**src/rtl/psr_mode_ctrl.sv**
```systemverilog
`timescale 1ns/1ps
module psr_mode_ctrl #(
  parameter int W = 32,
  parameter int NSAVE = 5
) (
  input  logic         clk,
  input  logic         rst_n,
  input  logic         abort_req,
  input  logic         undef_req,
  input  logic         swi_req,
  input  logic         irq_req,
  input  logic         fiq_req,
  input  logic         ret_req,
  input  logic         st_wr_en,
  input  logic [W-1:0] st_wr_data,
  output logic [W-1:0] status,
  output logic [4:0]   cur_mode,
  output logic [W-1:0] saved_status,
  output logic [2:0]   vec_sel,
  output logic         exc_taken
);
  localparam logic [4:0] M_USR = 5'b10000, M_FIQ = 5'b10001, M_IRQ = 5'b10010,
                         M_SVC = 5'b10011, M_ABT = 5'b10111, M_UND = 5'b11011,
                         M_SYS = 5'b11111;
  localparam int SW = $clog2(NSAVE + 1);
  localparam logic [SW-1:0] NONE = SW'(NSAVE);
  localparam logic [W-1:0] RST_WORD = W'({3'b110, M_SVC});

  logic [W-1:0]  bank [NSAVE];
  logic          take, fiq_ok, irq_ok;
  logic [4:0]    nmode;
  logic [2:0]    nvec;
  logic [SW-1:0] cur_slot, new_slot;

  function automatic logic [SW-1:0] slot_of(input logic [4:0] m);
    case (m)
      M_FIQ:   return SW'(0);
      M_IRQ:   return SW'(1);
      M_SVC:   return SW'(2);
      M_ABT:   return SW'(3);
      M_UND:   return SW'(4);
      default: return NONE;
    endcase
  endfunction

  assign cur_mode = status[4:0];
  assign fiq_ok   = fiq_req & ~status[6];
  assign irq_ok   = irq_req & ~status[7];
  assign take     = abort_req | fiq_ok | irq_ok | undef_req | swi_req;
  assign cur_slot = slot_of(cur_mode);
  assign new_slot = slot_of(nmode);
  assign saved_status = (cur_slot == NONE) ? '0 : bank[cur_slot];

  always_comb begin
    nmode = M_SVC;
    nvec  = 3'd2;
    if (abort_req)      begin nmode = M_ABT; nvec = 3'd4; end
    else if (fiq_ok)    begin nmode = M_FIQ; nvec = 3'd7; end
    else if (irq_ok)    begin nmode = M_IRQ; nvec = 3'd6; end
    else if (undef_req) begin nmode = M_UND; nvec = 3'd1; end
  end

  always_ff @(posedge clk or negedge rst_n) begin
    if (!rst_n) begin
      status    <= RST_WORD;
      vec_sel   <= '0;
      exc_taken <= 1'b0;
    end else begin
      exc_taken <= take;
      if (take) begin
        vec_sel     <= nvec;
        status[4:0] <= nmode;
        status[7]   <= 1'b1;
        if (nmode == M_FIQ) status[6] <= 1'b1;
      end else if (ret_req && cur_slot != NONE) begin
        status <= bank[cur_slot];
      end else if (st_wr_en) begin
        if (cur_mode == M_USR) status[W-1:W-5] <= st_wr_data[W-1:W-5];
        else                   status <= st_wr_data;
      end
    end
  end

  always_ff @(posedge clk or negedge rst_n) begin
    if (!rst_n) begin
      for (int i = 0; i < NSAVE; i++) bank[i] <= '0;
    end else if (take) begin
      bank[new_slot] <= status;
    end
  end

  p_abort_wins_r3: assert property (@(posedge clk) disable iff (!rst_n)
    abort_req |=> cur_mode == M_ABT && vec_sel == 3'd4);
  p_save_copy_r4: assert property (@(posedge clk) disable iff (!rst_n)
    abort_req |=> saved_status == $past(status));
  p_irq_mask_r5: assert property (@(posedge clk) disable iff (!rst_n)
    exc_taken |-> status[7]);
  p_fiq_mask_r5: assert property (@(posedge clk) disable iff (!rst_n)
    (exc_taken && vec_sel == 3'd7) |-> status[6] && cur_mode == M_FIQ);
  p_irq_ignored_r6: assert property (@(posedge clk) disable iff (!rst_n)
    (irq_req && status[7] && !fiq_req && !abort_req && !undef_req && !swi_req) |=> !exc_taken);
  p_ret_noop_r8: assert property (@(posedge clk) disable iff (!rst_n)
    (ret_req && !st_wr_en && !take && (cur_mode == M_USR || cur_mode == M_SYS)) |=> $stable(status));
  p_nosave_r10: assert property (@(posedge clk) disable iff (!rst_n)
    (cur_mode == M_USR || cur_mode == M_SYS) |-> saved_status == '0);
endmodule

```
**config.mk**
```make
export PLATFORM = sky130hd
export DESIGN_NAME = psr_mode_ctrl
export DESIGN_NICKNAME = d
export VERILOG_FILES = /design/src/rtl/psr_mode_ctrl.sv
export SDC_FILE = /design/constraint.sdc
export NUM_CORES = 1
export LEC_CHECK = 0
export BUFFER_PORTS_ARGS = -buffer_cell sky130_fd_sc_hd__buf_2
export CORE_ASPECT_RATIO = 0.9
export CORE_MARGIN = 10
export CORE_UTILIZATION = 55
export DETAILED_ROUTE_END_ITERATION = 6
export HOLD_SLACK_MARGIN = 0.08
export PLACE_DENSITY_LB_ADDON = 0.25
export SLEW_MARGIN = 20
export SYNTH_ARGS = -nofsm -noshare
export SYNTH_HDL_FRONTEND = slang
export SYNTH_SLANG_ARGS = --single-unit
```
**constraint.sdc**
```tcl
create_clock -name clk -period 4.1 [get_ports clk]
set_clock_uncertainty 0.2 [all_clocks]
set_input_delay 0.41 -clock clk [delete_from_list [all_inputs] [get_ports clk]]
set_output_delay 0.41 -clock clk [all_outputs]
set_load 0.02 [all_outputs]
```
# ---- Yosys cells after proc, flatten, opt, wreduce, memory -nomap -nowiden
# Index checks and enable logic that the tools add are counted.
dict set report op_classes {
  order_cmp 3
  n_eq_ne 16
  mux 23
  n_bitwise 11
  n_reduce_logical 8
}
# op n
set op_table {}
lappend op_table {{2-to-1 mux 32 bit} 6}
lappend op_table {{bitwise mux 160 bit} 1}
lappend op_table {{binary-select mux 32 bit (select 3 bit)} 1}
lappend op_table {{demux 32 bit (select 3 bit)} 1}
lappend op_table {{== test 5 bit (second input constant)} 11}
lappend op_table {{case mux 3 bit (5 select lines)} 2}
lappend op_table {{2-to-1 mux 27 bit} 1}
lappend op_table {{2-to-1 mux 4 bit} 4}
lappend op_table {{2-to-1 mux 3 bit} 3}
lappend op_table {{>= comparator 4 bit (second input constant)} 2}
lappend op_table {{NOT 3 -> 4 bit} 2}
lappend op_table {{!= test 3 bit (second input constant)} 2}
lappend op_table {{AND reduction 3 bit} 2}
lappend op_table {{2-to-1 mux 5 bit} 1}
lappend op_table {{less-than comparator 4 x 1 -> 1 bit (second input constant)} 1}
lappend op_table {{2-to-1 mux 2 bit} 2}
lappend op_table {{OR 1 bit} 4}
lappend op_table {{AND reduction 2 bit} 2}
lappend op_table {{== test 3 bit (second input constant)} 1}
lappend op_table {{NOT 1 bit} 3}
lappend op_table {{nonzero test 3 bit} 1}
lappend op_table {{AND 1 bit} 2}
lappend op_table {{logical AND 1 bit} 2}
lappend op_table {{!= test 2 x 1 -> 1 bit (second input constant)} 1}
lappend op_table {{other kinds (3)} 3}
dict set report totals {
  reg_bits 196
  out_inout_bits 73
  elab_cells 72
}

# ---- Logic depth before layout (Yosys ltp)
# Gate-level depths: netlist of run 1.
dict set report depth {
  ltp_word 13
  ltp_mapped 10
  mapped_depth_nobuf 6
}

# ---- Worst setup path before layout of run 1
# Ideal clock, no wire load.
dict set report synth_path {
  path_kind {flip-flop to output port}
  from {register status[2]}
  to {output saved_status[11]}
  arrival_time_ns 2.058
  slack_ns 1.432
  stages_incl_launch_ff 8
  path_buffers 4
  cell_sequence {dfrtp_1 > buf_4 > and3b_4 > and3_1 > clkbuf_1 > buf_2 > buf_1 > a22o_1}
}
dict set report synth_between {
  elab_chain_len 7
}
# element line_no
set synth_lines {}
lappend synth_lines {{start, declared} 16} ;# output logic [W-1:0] status,
lappend synth_lines {{start signal, assigned} 72} ;# status[4:0] <= nmode;
lappend synth_lines {{start signal, assigned} 76} ;# status <= bank[cur_slot];
lappend synth_lines {{start signal, assigned by index} 78} ;# if (cur_mode == M_USR) status[W-1:W-5] <= st_wr_data[W-1:W-5];
lappend synth_lines {{== test 5 bit} 36} ;# case (m)
lappend synth_lines {{case mux 3 bit (5 select lines) *} 36}
lappend synth_lines {{NOT 3 -> 4 bit (not written as such)} 52} ;# assign saved_status = (cur_slot == NONE) ? '0 : bank[cur_slot];
lappend synth_lines {{binary-select mux 32 bit (select 3 bit)} 52}
lappend synth_lines {{2-to-1 mux 32 bit (not written as such) (2 in a row)} 52}
lappend synth_lines {{2-to-1 mux 32 bit *} 52}
lappend synth_lines {{end, declared} 18} ;# output logic [W-1:0] saved_status,
# Every way passes the cells marked *; elsewhere a longest branch is shown, timed or not. The select of a mux whose other input is x is not followed.

# ---- Worst setup path in the final report of run 1
dict set report layout_path {
  from {register status[0]}
  to {output saved_status[17]}
}
# Same word-level chain as after synthesis.

==> results of run 1 <==
[through the flow]
| stage | power, mW | cells |
|---|---|---|
| 2_1_floorplan | 5.686 | 755 |
| 3_3_place_gp | 6.659 | 1028 |
| 3_5_place_dp | 6.818 | 1028 |
| 4_1_cts | 8.515 | 1074 |
| 5_1_grt | 8.971 | 1074 |
| 6_report | 8.491 | 1074 |
[worst reg2reg max path, cell delays in order, from the launching register on]
cell     delay [ps]
dfstp_2         740
nand2_1         230
a21oi_2         640
o21ai_2         220
buf_4           310
nor3_2          330
o21ai_0         220
a21oi_1         160
[worst max-delay path by stage]
stage / cells past startpoint / to / startpoint
2_1_floorplan: 7 / saved_status[11] / status[2]
3_3_place_gp: 8 / saved_status[17] / status[0]
3_5_place_dp: 8 / saved_status[17] / status[0]
4_1_cts: 8 / saved_status[17] / status[0]
5_1_grt: 8 / saved_status[17] / status[0]
6_report: 8 / saved_status[17] / status[0]
[sequential cells by signal (all words and copies together), names as in the netlist]
name	count
exc_taken	1
status	32
vec_sel	3
bank	160
[Yosys cell counts, types with 3 or more instances]
cell type / count / area [um2]
a31oi_1: 22 / 137.6
o22ai_1: 5 / 31.28
a221oi_1: 3 / 26.28
o21ai_0: 19 / 95.09
inv_1: 3 / 11.26
nand4_1: 3 / 18.77
buf_2: 22 / 110.1
a32oi_1: 12 / 105.1
buf_1: 6 / 22.52
a221o_1: 10 / 100.1
o221ai_1: 3 / 26.28
mux2_2: 158 / 1779
a21oi_1: 22 / 110.1
o21a_1: 3 / 22.52
nand2_1: 47 / 176.4
nand3_1: 19 / 95.09
clkbuf_1: 25 / 93.84
a22oi_1: 14 / 105.1
mux2i_1: 26 / 260.3
dfrtp_1: 191 / 4780
a211oi_2: 8 / 100.1
nand2b_1: 4 / 25.02
buf_4: 9 / 67.56
a22o_1: 16 / 140.1
nor3_1: 10 / 50.05
nor2b_1: 4 / 25.02
nor2_1: 40 / 150.1
a32o_1: 3 / 30.03
a21o_1: 4 / 30.03
dfstp_2: 5 / 131.4
[where the power goes]
group / internal [mW] / switching [mW]
sequential: 2.77 / 0.674
combinational: 1.49 / 1.89
clock: 0.934 / 0.738
[layout make-up]
| type | count | area [um2] |
|---|---|---|
| Clock buffer | 21 | 460.4 |
| Fill cell | 1245 | 5694 |
| Tap cell | 207 | 259.0 |
| Timing Repair Buffer | 144 | 842.1 |
| Multi-Input combinational cell | 491 | 3988 |
| Inverter | 4 | 15.01 |
| Clock inverter | 11 | 126.4 |
| Sequential cell | 196 | 4911 |
[logic make-up after synthesis]
group                  count (synthesis)  synth area share [%]
buffers and inverters                 68                 3.605
DFF                                  196                 53.40
muxes                                184                 22.18
AOI/OAI and AO/OA                    163                 13.44
and+or+nand+nor                      144                 7.374
[per-layer routing]
metal | vias to the layer above | part of all wire, %
met2 | 259 | 49
met3 | 33 | 6.2
met1 | 3513 | 44
li1 | 2996 | -
met5 | - | 0
met4 | 0 | 1.3
[timing repair]
item | in CTS | in global routing
hold buffers | 14 | 0
setup buffers | 0 | 0
hold endpoints to repair | 118 | 0
==> results by group, run 1 <==
GRT
  • Met2 Use GR: between 30% and 40%
  • Vias in the first global route: approximately 7.0k
  • Met1 usage: a little under a third
  • GR Util met3: under 10%
  • GRT Total Usage: ~22%
  • Global-route wire length before repair: slightly below 40 mm
  • Initial antenna violation count: 0
  • Total grt overflow: 0
  • GRT Max-Usage Layer: met2
  • Largest net degree at the start of global routing: roughly 110

Worst hold path
  • HP Start: st_wr_data[29]
  • Hold worst-path end: status[29]
  • Hold Path Cell Cnt: 3
  • Min-Delay Path Class: in2reg

Cells and area
  • Finished Core Util: 65.06%
  • Synth-to-Final Area Change: 15.28%
  • Nets: between 800 and 900
  • Post-route cell area: roughly 11000 um2
  • Fraction of layout cells with a size suffix above 1: between 30% and 40%
  • Most common cell after layout, fill and taps aside: dfrtp_1
  • Commonest non-fill, non-tap cells in the layout: 191 x dfrtp_1, 158 x mux2_2, 112 x buf_2, 47 x nand2_1, 39 x nor2_1
  • N_diodes: 0

Logic synthesis
  • Sequential share of the synthesized area: between 50% and 60%
  • Asr flop ratio synth: 100.0%
  • Synthesized Nets: about 800
  • Post-synth EDFFs: 0
  • Synth Register Bits: a little under 200
  • Synth warn: 0
  • Syn Area/Cell: about 12 um2
  • Synth Flop Type: dfrtp_1
  • Post-Syn Area: approximately 9000 um2
  • Post-synthesis cell type count: 59
  • Cells after Synth: 755

Critical path
  • Reg2reg end: status[1]
  • Req. time, crit path: 3490 ps
  • Crit path DAT: between 3000 and 4000 ps
  • Worst-path cell chain: nand4b_4 -> buf_4 -> nor2_1 -> buf_4 -> a32oi_1 -> o21ai_0 -> a22o_1 -> buf_2
  • CP max stage delay: roughly 740 ps
  • Crit path capture type: output port
  • Path depth of the worst reg2reg path: 7
  • Reg2reg setup slack: around 980 ps
  • CP max-delay cell: dfstp_2
  • Crit-path leading delay family: buffers and inverters
  • CP startpoint kind: register
  • Buf/Inv on CP: 3
  • Setup CP Type: reg2out
  • Worst path most repeated cell: buf_4
  • Reg-to-Reg Start: status[0]
  • Critical path fanouts, max: 34

Detailed routing
  • Drt initial violations: about 740
  • Wire per inst: roughly 23 um
  • Routed WL: 24.26 mm
  • Via-to-Cell Ratio: between 6 and 7
  • DRT Pass-1 Iters: 5
  • Post-DRT Antenna Nets: 0
  • Routed vias: between 6k and 7k
  • # DRC: 0

Power and ir drop
  • Power Dens Cells: 800.9 nW/um2
  • Pleak: between 4 and 5 nW
  • Maximum VDD drop: 0.4229 mV

STA
  • Pins over their slew limit: 0
  • F_max: between 0.2 and 0.3 GHz
  • Final Cycle Share: 90.93%
  • Post-route worst setup slack: ~370 ps
  • Hold slack: a little under 100 ps
  • RSZ-0062 raised after global routing: false
  • Sum Neg Setup Slack: 0 ps
  • Crit path time final: about 3700 ps
  • Rel. slew slack: around 28%
  • Final hold violations: 0
  • Final setup viols: 0
  • Worst slew pin tran: 1077 ps

Die
  • Initial core utilization: roughly 56%
  • Io pins: around 110
  • Die Y: between 100 and 150 um
  • Core Area: about 16000 um2
  • Die area: approximately 22000 um2
  • Rows: 44
  • Die width: 156.3 um

Placed design
  • Routability cong.: 0.9301
  • Port bufs: around 110
  • Area of placed instances: 9874 um2
  • Pre-CTS setup slack: between 900 and 1000 ps
  • Detailed placer's ending HPWL: 15.86 mm

Run status
  • Status: completed

Clocking
  • Worst-path clk slew: ~70 ps
  • Clock root buffer: clkbuf_16
  • CTS sink cnt: around 200
  • Clock Latency Late Sink: ~430 ps
  • CTS H-tree depth: 4
  • CTS max path bufs: 2
  • Post-CTS sizing: 0
  • Total CTS buffers: 17
  • CTS tree: built

Job
  • Max Cap Viol: 0
(Power assumes the default switching activity.)
==> run 2: changes to the inputs <==
--- a/config.mk
+++ b/config.mk
@@ -12,6 +12,7 @@
 export DETAILED_ROUTE_END_ITERATION = 6
 export HOLD_SLACK_MARGIN = 0.08
 export PLACE_DENSITY_LB_ADDON = 0.25
+export REMOVE_ABC_BUFFERS = 1
 export SLEW_MARGIN = 20
 export SYNTH_ARGS = -nofsm -noshare
 export SYNTH_HDL_FRONTEND = slang
==> results by group, run 2 (synthesized netlist as in run 1, its figures left out) <==
Die
  • Io pins: around 110
  • Die area: roughly 22000 um2
  • Die width: about 160 um
  • Rows: between 40 and 50
  • Initial core utilization: between 50% and 60%
  • Core Area: 16300 um2
  • Die Y: between 100 and 150 um

Critical path
  • CP max-delay cell: dfrtp_1
  • CP max stage delay: 670 ps
  • Critical path fanouts, max: 30
  • Crit path DAT: approximately 3000 ps
  • Worst-path cell chain: nand4b_4 -> buf_4 -> nor2_1 -> buf_4 -> a32oi_1 -> o21ai_0 -> a22o_1 -> buf_2
  • Setup CP Type: reg2out
  • Worst path most repeated cell: buf_4
  • Req. time, crit path: about 3500 ps
  • CP startpoint kind: register
  • Crit path capture type: output port

Cells and area
  • Fraction of layout cells with a size suffix above 1: 40.09%
  • Max FFs per register: 160
  • Biggest register: bank
  • Register area: between 4000 and 5000 um2
  • Most common cell after layout, fill and taps aside: dfrtp_1
  • Finished Core Util: roughly 66%
  • Top Registers: bank (160), status (32), vec_sel (3)
  • Synth-to-Final Area Change: 16.90%
  • Commonest non-fill, non-tap cells in the layout: 191 x dfrtp_1, 158 x mux2_2, 112 x buf_2, 47 x nand2_1, 39 x nor2_1
  • N_diodes: 0
  • Nets: ~900
  • Area of the multi-input gates: between 3000 and 4000 um2
  • Fillcell total: 1199

Run status
  • Status: completed

Placed design
  • Detailed placer's ending HPWL: ~15 mm
  • Routability cong.: 0.8659
  • Port bufs: 113

STA
  • RSZ-0062 raised after global routing: false
  • Final Cycle Share: 88.78%
  • Crit path time final: 3640 ps
  • Final hold violations: 0
  • Rel. slew slack: 34.50%
  • Pins over their slew limit: 0
  • Final setup viols: 0
  • Sum Neg Setup Slack: 0 ps
  • Worst slew pin tran: roughly 1000 ps
  • F_max: between 0.2 and 0.3 GHz

Power and ir drop
  • Maximum VDD drop: ~0.44 mV
  • Power Total: 8.553 mW
  • Power Dens Cells: 795.6 nW/um2
  • Pleak: 4.557 nW

GRT
  • Total grt overflow: 0
  • Initial antenna violation count: 0
  • Global-route wire length before repair: roughly 38 mm
  • GR Util met3: between 4 and 5%
  • Met2 Use GR: a little over a third
  • GRT Max-Usage Layer: met2
  • Largest net degree at the start of global routing: between 100 and 150
  • Met1 usage: 27.25%
  • GRT Total Usage: a little over a fifth
  • Vias in the first global route: 7101

Clocking
  • Worst-path clk slew: approximately 70 ps
  • Total CTS buffers: 17
  • Clock Latency Late Sink: 440 ps
  • Post-CTS sizing: 0
  • CTS H-tree depth: 4
  • Clock root buffer: clkbuf_16
  • CTS sink cnt: 196
  • CTS max path bufs: 2
  • CTS tree: built

Detailed routing
  • Routed WL: 23.97 mm
  • Post-DRT Antenna Nets: 0
  • Routed vias: around 6.8k
  • Via-to-Cell Ratio: around 6.3
  • Wire per inst: between 20 and 25 um
  • Drt initial violations: between 400 and 500
  • # DRC: 0
  • DRT Pass-1 Iters: 5

Job
  • Max Cap Viol: 0

Worst hold path
  • Min-Delay Path Class: in2reg
-- run 2: repair_timing --
action | 4_1_cts | 5_1_grt
hold endpoints to repair | 146 | 0
setup buffers | 0 | 0
hold buffers | 18 | 0
-- run 2: critical path, delay by kind of cell (launching register included) --
family                 cells  cell delay (ps)
AOI/OAI and AO/OA          3              630
buffers and inverters      3              800
DFF                        1              670
and+or+nand+nor            2              480
-- run 2: worst paths after layout --
path                           startpoint          endpoint  slack (ps)  cells after the start
setup / recovery                status[3]  saved_status[18]         460                      8
hold / removal             st_wr_data[17]        status[17]         110                      3
setup reg to reg                status[2]         status[3]         920                      6
hold reg to reg                vec_sel[0]        vec_sel[0]         280                      2
max in group asynchronous           rst_n         bank[121]        2350                      4
min in group asynchronous           rst_n          bank[20]         280                      2
-- run 2: cell type report --
| type | count | share of cell area (%) |
|---|---|---|
| sequential | 196 | 45.68 |
| multi-input combinational | 491 | 37.14 |
| timing repair buffer | 152 | 8.915 |
| clock buffer | 18 | 4.085 |
| tap | 207 | 2.409 |
| clock inverter | 12 | 1.629 |
| inverter | 4 | 0.1397 |
-- run 2: power breakdown --
part	total, mW	leakage, nW	internal, mW	switching [mW]
Clock	1.76	0.307	1.03	0.726
Combinational	3.37	2.00	1.51	1.86
Sequential	3.42	2.25	2.77	0.655
-- run 2: routing by layer --
metal  share of wire, %  wire [um]  up-vias
met5                  0          0        -
met4                1.9        456        0
met1                 43      10190     3467
met3                6.2       1476       36
met2                 49      11840      261
li1                   -          -     3010
-- run 2: per-stage QoR --
step,setup slack [ps],cells,hold slack [ps],instance area [um2]
floorplan,-49.54,691,-85.59,8880
CTS,471.1,1079,94.74,10720
global placement,1056,1030,257.9,9907
finish,460.2,1080,108.0,10750
detailed placement,988.3,1031,269.1,9927
global route,311.1,1080,107.1,10750
==> run 3: changes to the inputs <==
--- a/config.mk
+++ b/config.mk
@@ -5,6 +5,7 @@
 export SDC_FILE = /design/constraint.sdc
 export NUM_CORES = 1
 export LEC_CHECK = 0
+export ABC_AREA = 1
 export BUFFER_PORTS_ARGS = -buffer_cell sky130_fd_sc_hd__buf_2
 export CORE_ASPECT_RATIO = 0.9
 export CORE_MARGIN = 10
==> results by group, run 3 <==
Run status
  • Status: completed

Clocking
  • CTS sink cnt: slightly below 200
  • CTS max path bufs: 2
  • Clock Latency Late Sink: roughly 440 ps
  • Total CTS buffers: 17
  • CTS H-tree depth: 4
  • CTS tree: built
  • Worst-path clk slew: about 70 ps
  • Clock root buffer: clkbuf_16
  • Setup bufs post-CTS: 0

Critical path
  • Critical path fanouts, max: 16
  • Crit path capture type: output port
  • Setup CP Type: reg2out
  • Crit path DAT: 2700 ps
  • CP startpoint kind: register
  • Req. time, crit path: 3490 ps

STA
  • F_max: between 0.3 and 0.4 GHz
  • RSZ-0062 raised after global routing: false
  • Post-route worst setup slack: 789.7 ps
  • Final Cycle Share: about four fifths
  • Worst slew pin tran: roughly 1100 ps
  • Crit path time final: about 3300 ps
  • Pins over their slew limit: 0
  • Final setup viols: 0
  • Sum Neg Setup Slack: 0 ps
  • Rel. slew slack: 28.98%
  • Final hold violations: 0

GRT
  • Met2 Use GR: 34.80%
  • Total grt overflow: 0
  • GRT Max-Usage Layer: met2
  • Met1 usage: between 30% and 40%
  • GRT Total Usage: 22.18%
  • Vias in the first global route: 7853
  • GR Util met3: 4.414%
  • Initial antenna violation count: 0
  • Largest net degree at the start of global routing: about 120
  • Global-route wire length before repair: between 40 and 50 mm

Power and ir drop
  • Maximum VDD drop: 0.4232 mV
  • Power Dens Cells: between 600 and 700 nW/um2
  • Pleak: ~5.3 nW

Detailed routing
  • Post-DRT Antenna Nets: 0
  • Via-to-Cell Ratio: approximately 5.4
  • # DRC: 0
  • Wire per inst: between 15 and 20 um
  • Drt initial violations: 616
  • Routed vias: 7920
  • DRT Pass-1 Iters: 5
  • Routed WL: roughly 24 mm

Cells and area
  • Synth-to-Final Area Change: 14.32%
  • Biggest register: bank
  • Fraction of layout cells with a size suffix above 1: between 10% and 20%
  • Most common cell after layout, fill and taps aside: nand2_1
  • Top Registers: bank (160), status (32), vec_sel (3)
  • Commonest non-fill, non-tap cells in the layout: 424 x nand2_1, 191 x dfrtp_1, 172 x o21ai_0, 112 x buf_2
  • Nets: ~1.3k
  • Max FFs per register: 160
  • Fillcell total: 1422
  • N_diodes: 0

Logic synthesis
  • Synth warn: 0
  • Commonest cells in the netlist: 425 x nand2_1, 191 x dfrtp_1, 172 x o21ai_0
  • Most common cell in the synthesized netlist: nand2_1
  • Post-Syn Area: 9194 um2
  • Asr flop ratio synth: 100.0%
  • Synth Flop Type: dfrtp_1
  • Synth Register Bits: just under 200
  • Syn Area/Cell: between 7 and 8 um2
  • Sequential share of the synthesized area: about 53%
  • Post-synthesis cell type count: 31
  • Top post-synthesis cells by area: dfrtp_1 52%, nand2_1 17%, o21ai_0 9.4%
  • Top cell type's share of synthesized area: about half
  • Post-synth top area cell: dfrtp_1
  • Post-synth EDFFs: 0
  • Cells after Synth: 1157

Placed design
  • Routability cong.: between 0.8 and 0.9
  • Port bufs: about 110
  • Detailed placer's ending HPWL: roughly 14 mm
  • Pre-CTS setup slack: 1257 ps

Die
  • Die Y: roughly 140 um
  • Die width: 156.3 um
  • Core Area: around 16000 um2
  • Io pins: 114
  • Die area: 22290 um2
  • Rows: 44
  • Initial core utilization: 56.42%

Worst hold path
  • Min-Delay Path Class: in2reg

Job
  • Max Cap Viol: 0
run 3: logic make-up (layout without fill, tap and decap cells):
group | count (synthesis) | count (layout) | synth area share (%)
AOI/OAI and AO/OA | 281 | 281 | 16.44
buffers and inverters | 144 | 238 | 6.913
DFF | 196 | 196 | 53.42
and+or+nand+nor | 536 | 536 | 23.23
run 3: per-layer routing:
layer	wire (um)	part of all wire, %
met5	0	0
met4	486	2.0
met3	1121	4.7
met2	11100	46
met1	11220	47
run 3: cell type report:
class | count | area, um2 | area share (%)
flip-flops and latches | 196 | 4911 | 46.73
multi-input cells | 817 | 3662 | 34.85
repair buffers | 138 | 789.5 | 7.512
clock buffers | 22 | 484.2 | 4.607
well taps | 207 | 259.0 | 2.464
inverters | 68 | 257.7 | 2.452
clock inverters | 10 | 146.4 | 1.393
run 3: power by group:
| group | switching, mW | internal (mW) |
|---|---|---|
| logic | 1.58 | 0.773 |
| clock network | 0.745 | 1.03 |
| registers | 0.388 | 2.61 |
run 3: path summary, 6_finish.rpt:
path	from	to	slack [ps]	cells after the start
max	status[1]	saved_status[14]	790	10
min	st_wr_data[31]	status[31]	100	5
max reg2reg	status[4]	status[27]	1280	10
min reg2reg	bank[134]	bank[134]	270	2
max in group asynchronous	rst_n	bank[54]	2200	3
min in group asynchronous	rst_n	bank[154]	460	2
run 3: per-stage QoR:
step | utilization, % | cell area, um2 | hold slack (ps) | power, mW | cells
2_1_floorplan | - | 8816 | -85.59 | 4.558 | 1081
3_3_place_gp | 59.95 | 9769 | 249.9 | 5.301 | 1415
3_5_place_dp | 59.95 | 9769 | 251.1 | 5.372 | 1415
4_1_cts | 64.50 | 10510 | 92.98 | 7.160 | 1458
5_1_grt | 64.50 | 10510 | 126.5 | 7.636 | 1458
6_report | 64.50 | 10510 | 95.51 | 7.127 | 1458
run 3: repair_timing:
action	4_1_cts	5_1_grt
hold buffers	11	0
hold endpoints to repair	118	0
resized for setup	0	0
run 3: worst max-delay path, cell delays in order, from the launching register on:
cell	delay [ps]
dfstp_2	660
inv_1	130
nand2_1	120
nor2_2	60
o21bai_4	400
inv_2	270
o22ai_1	190
nand2_1	80
nand2_1	120
nand2_1	70
buf_2	160
